===== config.mk =====
export PLATFORM = sky130hd
export DESIGN_NAME = burst_addr_gen
export DESIGN_NICKNAME = d
export VERILOG_FILES = /design/src/rtl/bag_pkg.sv /design/src/rtl/bag_op_decode.sv /design/src/rtl/bag_burst_state.sv /design/src/rtl/bag_beat_map.sv /design/src/rtl/burst_addr_gen.sv
export SDC_FILE = /design/constraint.sdc
export NUM_CORES = 1
export LEC_CHECK = 0
export ABC_AREA = 0
export BUFFER_PORTS_ARGS = -buffer_cell sky130_fd_sc_hd__clkbuf_2
export CORE_ASPECT_RATIO = 1.75
export CORE_MARGIN = 2
export CORE_UTILIZATION = 35
export CTS_CLUSTER_SIZE = 24
export DETAILED_ROUTE_END_ITERATION = 8
export PLACE_DENSITY = 0.63
export SKIP_LAST_GASP = 1
export SYNTH_ARGS = -nofsm -noshare
export SYNTH_HDL_FRONTEND = slang
export SYNTH_SLANG_ARGS = --single-unit

===== constraint.sdc =====
create_clock -name clk -period 2.55 [get_ports clk]
set_input_delay 0 -clock clk [delete_from_list [all_inputs] [get_ports clk]]
set_output_delay 0 -clock clk [all_outputs]
set_load 0.01 [all_outputs]

===== src/rtl/bag_pkg.sv =====
package bag_pkg;

  // Beat ordering selected by the static order input
  typedef enum logic {
    ORD_LINEAR = 1'b0,
    ORD_XOR    = 1'b1
  } order_e;

  // Per-cycle action decided from the controls
  typedef enum logic [2:0] {
    OP_HOLD = 3'd0,  // clock enable inactive: freeze
    OP_LOAD = 3'd1,  // selected load: new burst
    OP_DROP = 3'd2,  // deselected load: end burst
    OP_STEP = 3'd3,  // advance within active burst
    OP_IDLE = 3'd4   // advance with no burst: ignored
  } op_e;

endpackage


===== src/rtl/bag_op_decode.sv =====
module bag_op_decode
  import bag_pkg::*;
#(
  parameter int SEL_N = 3
) (
  input  logic             clk_en_n,
  input  logic             load_n,
  input  logic [SEL_N-1:0] sel_in,
  input  logic             active,
  output op_e              op
);

  // AND chain across all select qualifiers
  logic [SEL_N:0] sel_chain;
  assign sel_chain[0] = 1'b1;

  for (genvar i = 0; i < SEL_N; i++) begin : g_sel
    assign sel_chain[i+1] = sel_chain[i] & sel_in[i];
  end

  logic all_sel;
  assign all_sel = sel_chain[SEL_N];

  always_comb begin
    if (clk_en_n) begin
      op = OP_HOLD;
    end else if (!load_n) begin
      op = all_sel ? OP_LOAD : OP_DROP;
    end else begin
      op = active ? OP_STEP : OP_IDLE;
    end
  end

endmodule


===== src/rtl/bag_burst_state.sv =====
module bag_burst_state
  import bag_pkg::*;
#(
  parameter int ADDR_W    = 17,
  parameter int BEAT_BITS = 2
) (
  input  logic                 clk,
  input  logic                 rst,
  input  op_e                  op,
  input  logic [ADDR_W-1:0]    addr_in,
  output logic                 act_q,
  output logic [ADDR_W-1:0]    nxt_base,
  output logic [BEAT_BITS-1:0] nxt_cnt,
  output logic                 nxt_act
);

  logic [ADDR_W-1:0]    base_q;
  logic [BEAT_BITS-1:0] cnt_q;

  always_comb begin
    nxt_base = base_q;
    nxt_cnt  = cnt_q;
    nxt_act  = act_q;
    unique case (op)
      OP_LOAD: begin
        nxt_base = addr_in;
        nxt_cnt  = '0;
        nxt_act  = 1'b1;
      end
      OP_DROP: begin
        nxt_act  = 1'b0;
      end
      OP_STEP: begin
        // natural wrap of the beat counter keeps the burst in its group
        nxt_cnt  = cnt_q + 1'b1;
      end
      default: begin
        // OP_HOLD and OP_IDLE keep everything
      end
    endcase
  end

  always_ff @(posedge clk) begin
    if (rst) begin
      base_q <= '0;
      cnt_q  <= '0;
      act_q  <= 1'b0;
    end else begin
      base_q <= nxt_base;
      cnt_q  <= nxt_cnt;
      act_q  <= nxt_act;
    end
  end

endmodule


===== src/rtl/bag_beat_map.sv =====
module bag_beat_map
  import bag_pkg::*;
#(
  parameter int ADDR_W    = 17,
  parameter int BEAT_BITS = 2
) (
  input  logic [ADDR_W-1:0]    base,
  input  logic [BEAT_BITS-1:0] cnt,
  input  order_e               order,
  output logic [ADDR_W-1:0]    addr
);

  localparam int UPPER_W = ADDR_W - BEAT_BITS;

  logic [BEAT_BITS-1:0] low_lin;
  logic [BEAT_BITS-1:0] low_xor;

  assign low_lin = base[BEAT_BITS-1:0] + cnt;

  for (genvar b = 0; b < BEAT_BITS; b++) begin : g_xor
    assign low_xor[b] = base[b] ^ cnt[b];
  end

  if (UPPER_W > 0) begin : g_upper
    assign addr[ADDR_W-1:BEAT_BITS] = base[ADDR_W-1:BEAT_BITS];
  end

  assign addr[BEAT_BITS-1:0] = (order == ORD_XOR) ? low_xor : low_lin;

endmodule


===== src/rtl/burst_addr_gen.sv =====
module burst_addr_gen
  import bag_pkg::*;
#(
  parameter int ADDR_W    = 17,
  parameter int SEL_N     = 3,
  parameter int BEAT_BITS = 2
) (
  input  logic              clk,
  input  logic              rst,
  input  logic              clk_en_n,
  input  logic              load_n,
  input  logic [SEL_N-1:0]  sel_in,
  input  logic              order_sel,
  input  logic [ADDR_W-1:0] addr_in,
  output logic [ADDR_W-1:0] addr_out,
  output logic              addr_vld
);

  op_e                  op;
  logic                 act_q;
  logic [ADDR_W-1:0]    nxt_base;
  logic [BEAT_BITS-1:0] nxt_cnt;
  logic                 nxt_act;
  logic [ADDR_W-1:0]    mapped;
  order_e               order;

  assign order = order_e'(order_sel);

  bag_op_decode #(
    .SEL_N (SEL_N)
  ) u_dec (
    .clk_en_n (clk_en_n),
    .load_n   (load_n),
    .sel_in   (sel_in),
    .active   (act_q),
    .op       (op)
  );

  bag_burst_state #(
    .ADDR_W    (ADDR_W),
    .BEAT_BITS (BEAT_BITS)
  ) u_state (
    .clk      (clk),
    .rst      (rst),
    .op       (op),
    .addr_in  (addr_in),
    .act_q    (act_q),
    .nxt_base (nxt_base),
    .nxt_cnt  (nxt_cnt),
    .nxt_act  (nxt_act)
  );

  bag_beat_map #(
    .ADDR_W    (ADDR_W),
    .BEAT_BITS (BEAT_BITS)
  ) u_map (
    .base  (nxt_base),
    .cnt   (nxt_cnt),
    .order (order),
    .addr  (mapped)
  );

  // Registered outputs, updated in step with the burst state
  always_ff @(posedge clk) begin
    if (rst) begin
      addr_out <= '0;
      addr_vld <= 1'b0;
    end else if (op != OP_HOLD) begin
      addr_vld <= nxt_act;
      if (nxt_act) begin
        addr_out <= mapped;
      end
    end
  end

endmodule


==> impl_metrics.yaml <==
synth:
  synthMostInstantiatedCell: "nand2_1"
  post_synth.cell_area_avg_um2: 8.90
  combinational_family_with_the_most_area_after_synthesis: "simple AND/OR/NAND/NOR gates"
  synth_compound_area_share_pct: 13.4
  netlist.area_leader.share_pct: 49.7
  netlist_top_cells_count: "nand2_1 (52), dfxtp_1 (38), a21oi_1 (35)"
  share_of_flip_flops_with_an_asynchronous_set_or_reset_pct: 0
  netlist_area_mm2: 0.00153
  syn-num-nets: 198
  post-synth-top-area-cell: "dfxtp_1"
  yosys-top-cells-area: "dfxtp_1 (50%), nand2_1 (13%), a21oi_1 (11%), mux2_2 (11%), xnor2_1 (1.7%)"
  muxShareOfSynthArea_pct: 12.3
  synthCells: 172
  yosys_register_bits: 38
  dominantRegCellSynth: "dfxtp_1"
  adder_cell_area_share_of_the_yosys_netlist_pct: 0.817
  post_synth_xor_area_fraction_pct: 1.72
  synth_simple_gate_area_share_pct: 19.0
  seq_area_frac_synth_pct: 49.7
  ys.warnings.count: 0
  synth-edff-count: 0
  post_synth_num_cell_types: 25
finish:
  antenna-diode-count: 0
  nFillCells: 429
  synthToLayoutAreaGrowth_pct: 34.2
  nets: 257
  stdcell_area_mm2: 0.00205
  drive_above_1_share_pct: 30.6
placement:
  hpwl_mm: 2.23
  worst_setup_slack_after_placement_ps: 770
  final_weighted_congestion_in_routability_driven_placement: 0.732
  postPlaceCellArea_mm2: 0.00178
  port-buffer-count: 42
clock_tree:
  cts_tree: "done"
  post-cts-setup-buffers: 0
  clkSinkCount: 38
  clk_latency_ps: 280
  htree_num_levels: 2
  clk_root_buf: "clkbuf_8"
  tritoncts.num_buffers: 5
  cts.path.max_buffers: 2
  clock_pin_transition_on_the_worst_setup_and_hold_timing_paths_ps: 70
sta:
  final_critical_path_setup_slack_ps: 559
  worst_pin_slew_ps: 775
  rsz0062_at_grt: "no"
  worst_slew_margin_rel_pct: 48.4
  final-hold-violation-count: 0
  maxSlewViolCount: 0
  finalSetupViolations: 0
  final_period_minus_worst_setup_slack_ps: 1990
  fin_clk_skew_ps: 3.54
  final_min_period_over_clock_period_pct: 78.1
  totalNegativeSetupSlack_ps: 0
  clock.fmax_mhz: 502
route:
  drtPass1Iterations: 4
  first_iter_violations: 22
  drcViolationCount: 0
  route.detailed.wl_per_inst_um: 11.6
  final_antenna_net_count: 0
  drt-vias-per-instance: 4.78
  num_vias: 1343
  postRouteWirelength_mm: 3.26
setup_path:
  r2r.worst_path.cells: 7
  crit_arrival_ps: 2190
  worst_setup_path_end_kind: "flop"
  timing.critical_path.fanout_max: 19
  timing.critical_path.required_ps: 2750
  endpoint_of_the_lowest_slack_register_to_register_path: "addr_out[1]$_SDFFE_PP0P_"
  timing_worst_setup_path_type: "input pin to flop"
  critical_path.reg2reg.startpoint: "u_state.act_q$_SDFF_PP0_"
  reg2reg_setup_slack_ps: 980
  worst_setup_start_kind: "input pin"
grt:
  pin_count_of_the_biggest_net_entering_global_routing: 39
  grt_use_total_pct: 14.7
  grt_antenna_before_repair: 0
  vias_in_the_first_global_route: 1281
  globalRoute.totalOverflow: 0
  global_route_wire_length_before_repair_mm: 5.39
floorplan:
  fp.dieArea_mm2: 0.00494
  floorplan.rows: 31
  die_h_um: 91.5
  start_util_pct: 36.6
  core_region_area_mm2: 0.00419
  die_x_um: 54.0
  num_io_pins: 43
run:
  drv.max_cap_violation_count: 0
min_path:
  number_of_instances_on_the_worst_hold_path: 3
  hp-start: "addr_in[1]"
  hold_class: "input pin to flop"
  worstHoldEndpoint: "u_state.base_q[1]$_SDFF_PP0_"
run_status:
  status: "finished, final reports clean"
power_and_ir_drop:
  powerDensity_mw_per_mm2: 570
  leakage_nw: 0.858
  worst_ir_drop_vdd_mv: 0.519
==> sequential cells by signal, summed over array words and instances, names as in the netlist <==
| signal | flops |
|---|---|
| u_state.cnt_q | 2 |
| u_state.act_q | 1 |
| u_state.base_q | 17 |
| addr_out | 17 |
| addr_vld | 1 |
==> kinds of logic after synthesis <==
family | Yosys count
buf+inv | 10
compound gates | 39
flops | 38
fa+ha+maj | 1
mux | 17
xor+xnor | 3
simple gates | 64
==> metrics by stage <==
step	hold slack (ps)	utilization, %	total power, mW	instances
after floorplan	148	-	0.649	172
after global placement	256	42.4	0.678	256
after detailed placement	257	42.4	0.679	256
after CTS	10.3	49.0	1.19	281
after global routing	34.3	49.0	1.23	281
final	25.6	49.0	1.17	281
==> power by group <==
group          internal [mW]  switching [mW]
registers              0.601         0.00372
logic                 0.0438          0.0364
clock network          0.292           0.193
==> cell usage in the layout, fill, tap and decap left out <==
cell | netlist | final
nand2_1 | 52 | 52
clkbuf_2 | 0 | 42
dfxtp_1 | 38 | 38
a21oi_1 | 35 | 35
dlygate4sd3_1 | 0 | 17
mux2_2 | 15 | 15
clkbuf_8 | 0 | 5
xnor2_1 | 3 | 3
buf_4 | 2 | 3
mux2i_1 | 2 | 2
o21ai_0 | 2 | 2
nor2_1 | 2 | 2
clkbuf_1 | 4 | 2
nor2_2 | 1 | 1
and4_1 | 1 | 1
nand4_4 | 1 | 1
nand3b_2 | 1 | 1
nand4b_1 | 1 | 1
nor2b_1 | 1 | 1
a211oi_2 | 1 | 1
and2_1 | 1 | 1
or2_2 | 1 | 1
nand3_1 | 1 | 1
a211oi_1 | 1 | 1
and2b_1 | 1 | 1
ha_1 | 1 | 1
bufinv_16 | 0 | 1
==> critical path: stages <==
cell           delay (ps)
dlygate4sd3_1         530
clkbuf_2              140
nor2_2                150
nand4_4               250
buf_4                 290
nand2_1               100
nand2_1                60
ha_1                  180
nor2b_1               130
xnor2_1               130
a211oi_2              200
==> timing repair <==
| action | 4_1_cts | 5_1_grt |
|---|---|---|
| hold buffers | 17 | 0 |
| setup endpoints to repair | 0 | 0 |
| endpoints found under the hold margin | 32 | 0 |
| resized for setup | 0 | 0 |
==> how the worst max path moves through the flow <==
stage                             start                  endpoint  slack, ps  cells past startpoint
3_5_place_dp                     load_n  addr_out[1]$_SDFFE_PP0P_        770                     10
6_report                       clk_en_n  addr_out[1]$_SDFFE_PP0P_        560                     11
2_1_floorplan  u_state.act_q$_SDFF_PP0_  addr_out[1]$_SDFFE_PP0P_        910                      8
4_1_cts                        clk_en_n  addr_out[1]$_SDFFE_PP0P_        540                     11
3_3_place_gp                     load_n  addr_out[1]$_SDFFE_PP0P_        820                     10
5_1_grt                        clk_en_n  addr_out[1]$_SDFFE_PP0P_        410                     11
==> cell type report <==
| class | count | area, um2 | area share (%) |
|---|---|---|---|
| sequential | 38 | 761 | 37.0 |
| multi-input combinational | 124 | 723 | 35.2 |
| timing repair buffer | 62 | 403 | 19.6 |
| clock buffer | 7 | 76.3 | 3.71 |
| tap | 49 | 61.3 | 2.98 |
| clock inverter | 1 | 30.0 | 1.46 |
==> metal layers <==
| metal | global-route usage (%) | part of all wire (%) | up-vias |
|---|---|---|---|
| met2 | 25.8 | 54 | 30 |
| met4 | 6.88 | 1.3 | 0 |
| met5 | 0 | 0 | - |
| met1 | 15.3 | 40 | 610 |
| met3 | 3.95 | 4.1 | 2 |
| li1 | - | - | 701 |
No activity file was read; power rests on OpenSTA's default activity.
